[src/rtl/gpio_irq_pkg.sv]
package gpio_irq_pkg;
  localparam int ADDR_W = 12;
  localparam int DATA_W = 32;

  localparam logic [ADDR_W-1:0] OFS_RAW   = 12'h024;
  localparam logic [ADDR_W-1:0] OFS_STAT  = 12'h02C;
  localparam logic [ADDR_W-1:0] OFS_ENSET = 12'h034;
  localparam logic [ADDR_W-1:0] OFS_ENCLR = 12'h03C;
  localparam logic [ADDR_W-1:0] OFS_DIR   = 12'h134;
  localparam logic [ADDR_W-1:0] OFS_DIN   = 12'h138;
  localparam logic [ADDR_W-1:0] OFS_DOUT  = 12'h13C;
  localparam logic [ADDR_W-1:0] OFS_LOW   = 12'h140;
  localparam logic [ADDR_W-1:0] OFS_HIGH  = 12'h144;
  localparam logic [ADDR_W-1:0] OFS_RISE  = 12'h148;
  localparam logic [ADDR_W-1:0] OFS_FALL  = 12'h14C;

  typedef struct packed {
    logic low;
    logic high;
    logic rise;
    logic fall;
  } trig_cfg_t;

  // One pin: does any enabled condition match this cycle?
  function automatic logic pin_hit(trig_cfg_t cfg, logic cur, logic last);
    pin_hit = (cfg.low  & ~cur)
            | (cfg.high &  cur)
            | (cfg.rise &  cur & ~last)
            | (cfg.fall & ~cur &  last);
  endfunction

  // Next raw status: clear is applied first, events override it.
  function automatic logic [DATA_W-1:0] raw_next(logic [DATA_W-1:0] cur,
                                                 logic [DATA_W-1:0] clr,
                                                 logic [DATA_W-1:0] evt);
    raw_next = (cur & ~clr) | evt;
  endfunction
endpackage

[src/rtl/gpio_sync.sv]
module gpio_sync #(
  parameter int W      = 32,
  parameter int STAGES = 2
) (
  input  logic         clk,
  input  logic         rst_n,
  input  logic [W-1:0] d_async,
  output logic [W-1:0] q_sync
);
  logic [W-1:0] stage_q [STAGES];

  generate
    for (genvar s = 0; s < STAGES; s++) begin : g_stage
      always_ff @(posedge clk) begin
        if (!rst_n) stage_q[s] <= '0;
        else if (s == 0) stage_q[s] <= d_async;
        else stage_q[s] <= stage_q[(s == 0) ? 0 : s-1];
      end
    end
  endgenerate

  assign q_sync = stage_q[STAGES-1];
endmodule

[src/rtl/gpio_edge_detect.sv]
module gpio_edge_detect
  import gpio_irq_pkg::*;
#(
  parameter int W = 32
) (
  input  logic         clk,
  input  logic         rst_n,
  input  logic [W-1:0] lvl,
  input  logic [W-1:0] cfg_low,
  input  logic [W-1:0] cfg_high,
  input  logic [W-1:0] cfg_rise,
  input  logic [W-1:0] cfg_fall,
  output logic [W-1:0] evt
);
  logic [W-1:0] last_q;

  always_ff @(posedge clk) begin
    if (!rst_n) last_q <= '0;
    else last_q <= lvl;
  end

  generate
    for (genvar p = 0; p < W; p++) begin : g_pin
      trig_cfg_t cfg;
      assign cfg = '{low: cfg_low[p], high: cfg_high[p],
                     rise: cfg_rise[p], fall: cfg_fall[p]};
      assign evt[p] = pin_hit(cfg, lvl[p], last_q[p]);
    end
  endgenerate
endmodule

[src/rtl/gpio_irq_core.sv]
module gpio_irq_core
  import gpio_irq_pkg::*;
#(
  parameter int W = 32
) (
  input  logic         clk,
  input  logic         rst_n,
  input  logic [W-1:0] evt,
  input  logic [W-1:0] stat_clr,
  input  logic [W-1:0] en_set,
  input  logic [W-1:0] en_clr,
  output logic [W-1:0] raw_q,
  output logic [W-1:0] en_q,
  output logic         irq_q
);
  always_ff @(posedge clk) begin
    if (!rst_n) begin
      raw_q <= '0;
      en_q  <= '0;
      irq_q <= 1'b0;
    end else begin
      raw_q <= raw_next(raw_q, stat_clr, evt);
      en_q  <= (en_q | en_set) & ~en_clr;
      irq_q <= |(raw_q & en_q);
    end
  end
endmodule

[src/rtl/gpio_irq_bank.sv]
module gpio_irq_bank
  import gpio_irq_pkg::*;
#(
  parameter int SYNC_STAGES = 2
) (
  input  logic              clk,
  input  logic              rst_n,
  input  logic              bus_sel,
  input  logic              bus_we,
  input  logic [ADDR_W-1:0] bus_addr,
  input  logic [DATA_W-1:0] bus_wdata,
  output logic [DATA_W-1:0] bus_rdata,
  input  logic [DATA_W-1:0] pad_in,
  output logic [DATA_W-1:0] pad_out,
  output logic [DATA_W-1:0] pad_oe,
  output logic              irq_out
);
  localparam int W = DATA_W;

  logic [W-1:0] dir_q, dout_q, low_q, high_q, rise_q, fall_q;
  logic [W-1:0] lvl_sync, evt, raw_q, en_q;
  logic [W-1:0] stat_clr, en_set, en_clr;
  logic         wr;

  assign wr = bus_sel & bus_we;

  // Write strobes brought out as named wires
  assign stat_clr = (wr && bus_addr == OFS_STAT)  ? bus_wdata : '0;
  assign en_set   = (wr && bus_addr == OFS_ENSET) ? bus_wdata : '0;
  assign en_clr   = (wr && bus_addr == OFS_ENCLR) ? bus_wdata : '0;

  always_ff @(posedge clk) begin
    if (!rst_n) begin
      dir_q  <= '0;
      dout_q <= '0;
      low_q  <= '0;
      high_q <= '0;
      rise_q <= '0;
      fall_q <= '0;
    end else if (wr) begin
      unique case (bus_addr)
        OFS_DIR:  dir_q  <= bus_wdata;
        OFS_DOUT: dout_q <= bus_wdata;
        OFS_LOW:  low_q  <= bus_wdata;
        OFS_HIGH: high_q <= bus_wdata;
        OFS_RISE: rise_q <= bus_wdata;
        OFS_FALL: fall_q <= bus_wdata;
        default: ;
      endcase
    end
  end

  gpio_sync #(.W(W), .STAGES(SYNC_STAGES)) u_sync (
    .clk(clk), .rst_n(rst_n), .d_async(pad_in), .q_sync(lvl_sync)
  );

  gpio_edge_detect #(.W(W)) u_detect (
    .clk(clk), .rst_n(rst_n), .lvl(lvl_sync),
    .cfg_low(low_q), .cfg_high(high_q), .cfg_rise(rise_q), .cfg_fall(fall_q),
    .evt(evt)
  );

  gpio_irq_core #(.W(W)) u_core (
    .clk(clk), .rst_n(rst_n), .evt(evt), .stat_clr(stat_clr),
    .en_set(en_set), .en_clr(en_clr), .raw_q(raw_q), .en_q(en_q),
    .irq_q(irq_out)
  );

  always_comb begin
    bus_rdata = '0;
    if (bus_sel && !bus_we) begin
      unique case (bus_addr)
        OFS_RAW:   bus_rdata = raw_q;
        OFS_STAT:  bus_rdata = raw_q & en_q;
        OFS_ENSET: bus_rdata = en_q;
        OFS_ENCLR: bus_rdata = en_q;
        OFS_DIR:   bus_rdata = dir_q;
        OFS_DIN:   bus_rdata = lvl_sync;
        OFS_DOUT:  bus_rdata = dout_q;
        OFS_LOW:   bus_rdata = low_q;
        OFS_HIGH:  bus_rdata = high_q;
        OFS_RISE:  bus_rdata = rise_q;
        OFS_FALL:  bus_rdata = fall_q;
        default:   bus_rdata = '0;
      endcase
    end
  end

  assign pad_out = dout_q;
  assign pad_oe  = dir_q;
endmodule

[config.mk]
export PLATFORM = sky130hd
export DESIGN_NAME = gpio_irq_bank
export DESIGN_NICKNAME = d
export VERILOG_FILES = /design/src/rtl/gpio_irq_pkg.sv /design/src/rtl/gpio_sync.sv /design/src/rtl/gpio_edge_detect.sv /design/src/rtl/gpio_irq_core.sv /design/src/rtl/gpio_irq_bank.sv
export SDC_FILE = /design/constraint.sdc
export NUM_CORES = 1
export LEC_CHECK = 0
export CAP_MARGIN = 25
export CORE_ASPECT_RATIO = 0.7
export CORE_MARGIN = 2
export CORE_UTILIZATION = 60
export DETAILED_ROUTE_END_ITERATION = 7
export DONT_BUFFER_PORTS = 1
export PLACE_DENSITY = 0.81
export SYNTH_ARGS = -nofsm -noshare
export SYNTH_HDL_FRONTEND = slang
export SYNTH_SLANG_ARGS = --single-unit
[constraint.sdc]
create_clock -name clk -period 2 [get_ports clk]
set_input_delay 0.1 -clock clk [delete_from_list [all_inputs] [get_ports clk]]
set_output_delay 0.1 -clock clk [all_outputs]
set_load 0.01 [all_outputs]
[Word level (Yosys, flattened, before mapping)]
Memory sizes are Yosys's and may differ from the RTL's.
Index checks and enable logic that the tools add are counted.
Word-level totals
  flip-flop bits (word level): 289
  RAM bits: 64
  input bits: 80
  output and inout port bits: 97
  word-level logic and storage cells: 406
  memories kept: 1
Memories
  u_sync.stage_q: words 2, width 32, rd ports 2, clocked after Yosys merged registers in 0, write ports 2, RTL line gpio_sync.sv:10  | logic [W-1:0] stage_q [STAGES];
Operators by class
  eq/ne operators: 11
  mux-type cells: 9
  bitwise operators: 362
  reductions and logical operators: 13
Operator list (number)
  32-bit case mux with 10 select lines: 1
  1-bit bitwise AND: 193
  32-bit 2-to-1 mux: 6
  1-bit bitwise OR: 98
  32-bit bitwise AND: 3
  12-bit by 9-bit == test with 1-bit output, second input constant: 7
  1-bit inverter: 64
  32-bit inverter: 2
  32-bit bitwise OR: 2
  12-bit by 6-bit == test with 1-bit output, second input constant: 4
  32-bit OR reduction: 1
  2-bit AND reduction: 6
  1-bit logical AND: 4
  1-bit 2-to-1 mux: 2
  2-bit OR reduction: 1
  1-bit logical NOT: 1

[Longest topological paths before layout]
Gate-level depths: netlist of the first run.
  word-level depth: 6
  depth in mapped cells: 8
  depth with buffers taken out: 5

[By module]
Synthesis of the first run repeated with hierarchy kept, for this count alone.
Unflattened totals
  cell total of the unflattened synthesis: 1899
  area total of the unflattened synthesis: 16219.3 um^2
Modules (own cells, without submodules)
  gpio_irq_bank: instances 1, cells an instance 1349, area each 10470.0 um^2, seq. area each 3843.7 um^2
  gpio_irq_core: instances 1, cells an instance 221, area each 2301.0 um^2, seq. area each 1301.2 um^2
  gpio_sync: instances 1, cells an instance 134, area each 1791.7 um^2, seq. area each 1281.2 um^2
  gpio_edge_detect: instances 1, cells an instance 195, area each 1656.6 um^2, seq. area each 640.6 um^2

[Least setup slack after synthesis of the first run]
OpenSTA, ideal clock, no wires.
  path kind: in2out
  start point: input bus_addr[9]
  end point: output bus_rdata[12]
  arrival: 1.847 ns
  data required time: 1.900 ns
  setup slack: 0.053 ns
  cell stages on the path: 7
  path buffers: 2
  cells stage by stage: or4b_1 -> buf_2 -> nor3_4 -> o21ai_2 -> a311o_1 -> buf_2 -> a31oi_1
Between the ends
  longest elaborated chain between the ends: 4
  elaborated cells between the ends (all ways): 14
  classes of those cells: 11 x eq/ne; 2 x mux; 1 x reduce/logical
Ends and longest elaborated chain
  from (decl): RTL line gpio_irq_bank.sv:10  | input logic [ADDR_W-1:0] bus_addr,
  12-bit by 6-bit == test with 1-bit output: RTL line gpio_irq_bank.sv:72  | unique case (bus_addr)
  2-bit OR reduction (no source line)
  32-bit case mux with 10 select lines (*): RTL line gpio_irq_bank.sv:72
  32-bit 2-to-1 mux (*): RTL line gpio_irq_bank.sv:71  | if (bus_sel && !bus_we) begin
  to (decl): RTL line gpio_irq_bank.sv:12  | output logic [DATA_W-1:0] bus_rdata,
Every way passes the cells marked *; elsewhere a longest branch is shown, timed or not.

[Final worst setup path of the first run]
Same ends and word-level chain as after synthesis.

==> impl_metrics.ini, run 1 <==
[outcome]
outcome = finished with violations
failed_checks = negative setup slack

[logic_synthesis]
synth_fa_ha_area_share_pct = 0
syn_area_um2 = 15000
syn_nets = 1879
synth-simple-area-share_pct = 17.7
synth_cell_types = 53
ys_ff_latch = 353
synth_xor_xnor_area_share_pct = 0
synth_top_family_by_area = compound AO/OA/AOI/OAI gates
syn_inst = 1799
synth_warnings = 0
synthMuxAreaShare_pct = 4.48
ys.flop_type = dfxtp_1
synthTopCellsByArea = dfxtp_1, nand2_1, a21oi_1, and2_1, clkbuf_1
synth_compound_area_share_pct = 25.4
synth_top_area_cell = dfxtp_1
synth_top_area_share_pct = 47.1
avgSynthCellArea_um2 = 8.33
synth_edf_count = 0
synth.yosys.seq_area_share_pct = 47.1
synthArstFlopShare_pct = 0

[power_and_ir_drop]
comb_power_share_pct = 4.5
power.switching_uw = 3200
power.density_nw_per_um2 = 815
power.internal_uw = 11300
power_frac_seq_pct = 49.8
p_leak_uw = 0.00596
swShare_pct = 22.0
power_frac_clock_pct = 45.7
ir_drop_mv = 0.730

[setup_path]
worst-path-max-fanout = 8
cp.arrival_ns = 1.95
critical_path_required_ns = 1.90
crit_start = bus_addr[9]
crit_type = in -> out
r2r_start = u_core.en_q[15]
start_kind = input pin
endpoint_kind = output pin

[timing]
slew_violations = 0
relSlewSlack_pct = 62.6
setup_violations = 5
worstMarginPinSlew_ns = 0.561
max_freq_mhz = 488
setup_tns_ns = -0.144
post-route-min-period_ns = 2.05
hold_violations = 0
fin_ws_ns = -0.0483
finalClockSkew_ns = 0.0155
rsz0062_at_grt = yes
final.period_utilization_pct = 102

[clock_network]
clk_latency_ns = 0.54
ctsHtreeMaxLevel = 2
cts_setup_buffers = 0
clk_pin_slew_ns = 0.06
cts_buffers = 34
cts_tree = done
clock-sinks = 353
cts_buffer_depth = 3
cts_root_buf = clkbuf_16

[detailed_routing]
wl_met1_mm = 20.3
wl_per_cell_um = 23.9
drc = 0
route.met3.wl_mm = 7.82
drtPass1Iterations = 7
finalWirelength_mm = 52.9
routed.top_layer = met4
drt_iter0_drc = 2051
num_vias = 14500
antenna_left = 0
wl_met2_mm = 22.4
via_per_inst = 6.57

[final_layout]
multiInputGateArea_um2 = 7320
layout_common_cells = nand2_1, dfxtp_1, a21oi_1
final_util_pct = 72.3
syn_to_final_growth_pct = 18.8
drive_gt1_share_pct = 12.1
regArea_um2 = 7070
final_common_cell = nand2_1
n_fill_cell = 1825
nets = 1937

[floorplanning]
die_h_um = 136
die_area_um2 = 26300
core_um2 = 24600
num_rows = 48
die_w_um = 193
pin_count = 177
initial_core_util_pct = 60.9

[placement]
place.detailed.hpwl_mm = 33.8
port_buffers = 0
place_congestion = 0.991

[global_route]
antenna_found_initial = 4
grt_max_degree = 124
grt_usage_pct = 39.6
first_global_vias = 13600
grt_pass1_wl_mm = 78.4
overflow = 0

[hold_path]
hp-class = in -> reg
worstHoldStart = rst_n

[run]
max-cap-violations = 0
## final cells by class
cell class / instances / area share [%]
Multi-Input combinational cell: 1249 / 41.1
Sequential cell: 353 / 39.7
Timing Repair Buffer: 183 / 9.69
Clock buffer: 51 / 5.70
Tap cell: 325 / 2.28
Inverter: 36 / 0.787
Clock inverter: 8 / 0.667
Antenna cell: 3 / 0.0422
## layer usage
metal,up-vias,global-route usage [%]
li1,6410,-
met1,6816,53.6
met5,-,0
met2,1088,58.7
met3,184,11.6
met4,0,17.6
## flip-flops by register name (all words and copies together), names as in the netlist
name / cells
u_core.irq_q: 1
u_core.en_q: 32
rise_q: 32
u_core.raw_q: 32
u_detect.last_q: 32
low_q: 32
high_q: 32
pad_oe: 32
u_sync.stage_q: 64
fall_q: 32
pad_out: 32
## path summary, 6_finish.rpt
check                               end  slack [ns]  cells past startpoint
hold reg to reg   u_sync.stage_q[1][26]        0.43                      1
hold / removal         u_core.raw_q[29]        0.02                      2
setup reg to reg           u_core.irq_q        0.33                      5
setup / recovery          bus_rdata[12]       -0.05                      7
## power by group through the flow
stage / Combinational (uW) / Sequential (uW) / Clock [uW]
CTS: 632 / 7220 / 6630
detailed placement: 392 / 7380 / 0
floorplan: 403 / 7340 / 0
global placement: 384 / 7380 / 0
global route: 693 / 7230 / 6900
finish: 653 / 7230 / 6630
## Yosys cell counts (all sizes together), types with 6 or more instances
library cell  number
a211oi            64
a21boi            31
a21o               6
a21oi            315
a222oi            13
a22oi             51
a31oi              8
a32oi              7
and2             105
and3               7
buf               31
clkbuf           130
dfxtp            353
inv               36
mux2              13
mux2i             21
mux4              14
nand2            427
nand3             16
nor2              11
nor3               7
o21a              43
o21ai             18
o221ai            11
o22a              13
o22ai             14
## critical path, cell delays in order
cell and delay, ns:
or4b_4 0.57, nor3_4 0.17, o21ai_2 0.09, a311o_2 0.45
buf_6 0.20, a31oi_4 0.21, buf_4 0.16
## kinds of logic (layout without fill, tap and decap cells)
kind of cell	Yosys count	count (layout)
flops	353	353
other cells	0	3
mux	48	48
compound gates	609	609
buf+inv	197	278
simple gates	592	592
## timing repair
action	in CTS	in global routing
hold endpoints to repair	353	0
resized for setup	10	24
hold buffers	71	0
endpoints found under the setup margin	32	18
pin swaps	1	4
gates cloned	0	0
## through the flow
stage               total power [uW]  hold WS (ns)  setup slack [ns]  instance area [um2]  cells
detailed placement              7770         0.202            -0.202                15800   2075
floorplan                       7740         0.227            0.0531                15000   1799
global placement                7760         0.198            -0.209                15800   2075
CTS                            14500        0.0563           0.00193                17700   2205
finish                         14500        0.0156           -0.0483                17800   2208
global route                   14800        0.0681           -0.0569                17800   2208
No activity file was read; power rests on OpenSTA's default activity.
==> run 2, diff against run 1 <==
--- a/config.mk
+++ b/config.mk
@@ -8,10 +8,11 @@
 export CAP_MARGIN = 25
 export CORE_ASPECT_RATIO = 0.7
 export CORE_MARGIN = 2
-export CORE_UTILIZATION = 60
+export CORE_UTILIZATION = 40
 export DETAILED_ROUTE_END_ITERATION = 7
 export DONT_BUFFER_PORTS = 1
-export PLACE_DENSITY = 0.81
+export PLACE_DENSITY = 0.59
+export SKIP_LAST_GASP = 1
 export SYNTH_ARGS = -nofsm -noshare
 export SYNTH_HDL_FRONTEND = slang
 export SYNTH_SLANG_ARGS = --single-unit
==> impl_metrics.ini, run 2 (same netlist as run 1, synthesis figures left out) <==
[outcome]
outcome = finished with violations
failed_checks = negative setup slack

[clock_network]
cts_buffer_depth = 3
clock-sinks = 353
clk_pin_slew_ns = 0.07
cts_tree = done
clk_latency_ns = 0.55
cts_buffers = 38
cts_root_buf = clkbuf_16
ctsHtreeMaxLevel = 2
cts_setup_buffers = 0

[final_layout]
nets = 1936
largest-register = u_sync.stage_q
regArea_um2 = 7080
largest_register_ff_count = 64
final_util_pct = 49.5
finalNonFillerCells = 2376
multiInputGateArea_um2 = 7320
n_fill_cell = 3524
drive_gt1_share_pct = 13.2
layout_common_cells = nand2_1, dfxtp_1, a21oi_1
final_common_cell = nand2_1
syn_to_final_growth_pct = 22.3

[timing]
final.period_utilization_pct = 101
fin_ws_ns = -0.0159
max_freq_mhz = 496
relSlewSlack_pct = 55.3
rsz0062_at_grt = yes
post-route-min-period_ns = 2.02
hold_violations = 0
slew_violations = 0
whs_ns = 0.0377
worstMarginPinSlew_ns = 0.671
finalClockSkew_ns = 0.0156
setup_violations = 4

[placement]
port_buffers = 0
place_congestion = 0.934
place_worst_setup_slack_ns = -0.260
place.detailed.hpwl_mm = 37.1
placedCellCount = 2234

[floorplanning]
initial_core_util_pct = 40.5
die_w_um = 235
core_um2 = 37100
pin_count = 177
die_area_um2 = 39100
num_rows = 59
die_h_um = 166

[setup_path]
endpoint_kind = output pin
reg2regPathDepth = 5
critPathSlowestCell = or4b_4
reg2reg_to = u_core.irq_q
path_cells = or4b_4 -> nor3_4 -> o21ai_2 -> a311o_2 -> buf_6 -> a21oi_1 -> buf_4
r2r_start = u_core.en_q[28]
rrSetupSlack_ns = 0.35
start_kind = input pin
worst-path-max-fanout = 8
cp.arrival_ns = 1.92
critical_path_required_ns = 1.90
crit_type = in -> out
slowest_delay_ns = 0.58

[detailed_routing]
num_vias = 14100
finalWirelength_mm = 58.2
via_per_inst = 5.95
wl_per_cell_um = 24.5
drtPass1Iterations = 7
drt_iter0_drc = 1549
antenna_left = 0
drc = 0

[run]
max-cap-violations = 0

[power_and_ir_drop]
p_leak_uw = 0.00608
p_total_uw = 15700
ir_drop_mv = 0.537
power.density_nw_per_um2 = 857

[global_route]
antenna_found_initial = 5
grt_max_degree = 133
first_global_vias = 13400
grt_pass1_wl_mm = 86.9
grt_usage_pct = 29.2
overflow = 0

[hold_path]
hp-class = in -> reg
min_to = u_core.raw_q[25]
worstHoldStart = rst_n
worstHoldPathCells = 2
-- run 2: changes by cell type in the layout (fill, tap and decap cells not counted), sizes merged --
cell	delta
bufinv	+4
inv	+1
dlygate4sd3	-1
buf	-4
clkinvlp	+4
clkinv	+1
-- run 2: critical path: cells and delay by family --
family | cells | cell delay, ns
buf+inv | 2 | 0.35
simple gates | 2 | 0.74
compound gates | 3 | 0.71
-- run 2: how the worst max path moves through the flow --
stage           startpoint            end  slack, ns  depth (start not counted)
6_report       bus_addr[9]  bus_rdata[20]      -0.02                          7
5_1_grt        bus_addr[9]  bus_rdata[12]       -0.1                          7
4_1_cts         pad_oe[20]  bus_rdata[20]      -0.02                          4
3_5_place_dp   bus_addr[9]  bus_rdata[23]      -0.26                          7
3_3_place_gp   bus_addr[9]  bus_rdata[30]      -0.24                          6
2_1_floorplan  bus_addr[9]  bus_rdata[12]       0.05                          7
-- run 2: final cells by class --
cell class                      count  area share [%]
Multi-Input combinational cell   1249            39.9
Clock inverter                     18            1.60
Sequential cell                   353            38.6
Antenna cell                        3          0.0409
Clock buffer                       51            5.95
Tap cell                          488            3.33
Timing Repair Buffer              178            9.81
Inverter                           36           0.764
-- run 2: power breakdown --
group / total (uW) / internal (uW) / switching [uW]
registers: 7230 / 7140 / 87.6
clock network: 7830 / 4770 / 3060
logic: 652 / 271 / 381
total: 15700 / 12200 / 3530
-- run 2: metal layers --
| layer | vias to the layer above | share of wire [%] | track usage (%) |
|---|---|---|---|
| met5 | - | 0.055 | 0 |
| met4 | 6 | 2.4 | 8.86 |
| met3 | 105 | 11 | 7.00 |
| met2 | 739 | 43 | 43.6 |
| met1 | 6862 | 44 | 41.7 |
| li1 | 6423 | - | - |
-- run 2: timing repair --
item,4_1_cts,5_1_grt
resized for setup,17,28
endpoints found under the setup margin,32,31
endpoints found under the hold margin,352,0
hold buffers,70,0
cloned,0,0
pin swaps,1,5
-- run 2: through the flow --
stage,instance area [um2],setup TNS (ns)
3_5_place_dp,16000,-12.66
6_report,18300,-0.0419
2_1_floorplan,15000,0
3_3_place_gp,16000,-9.64
5_1_grt,18300,-1.43
4_1_cts,18200,-0.0274
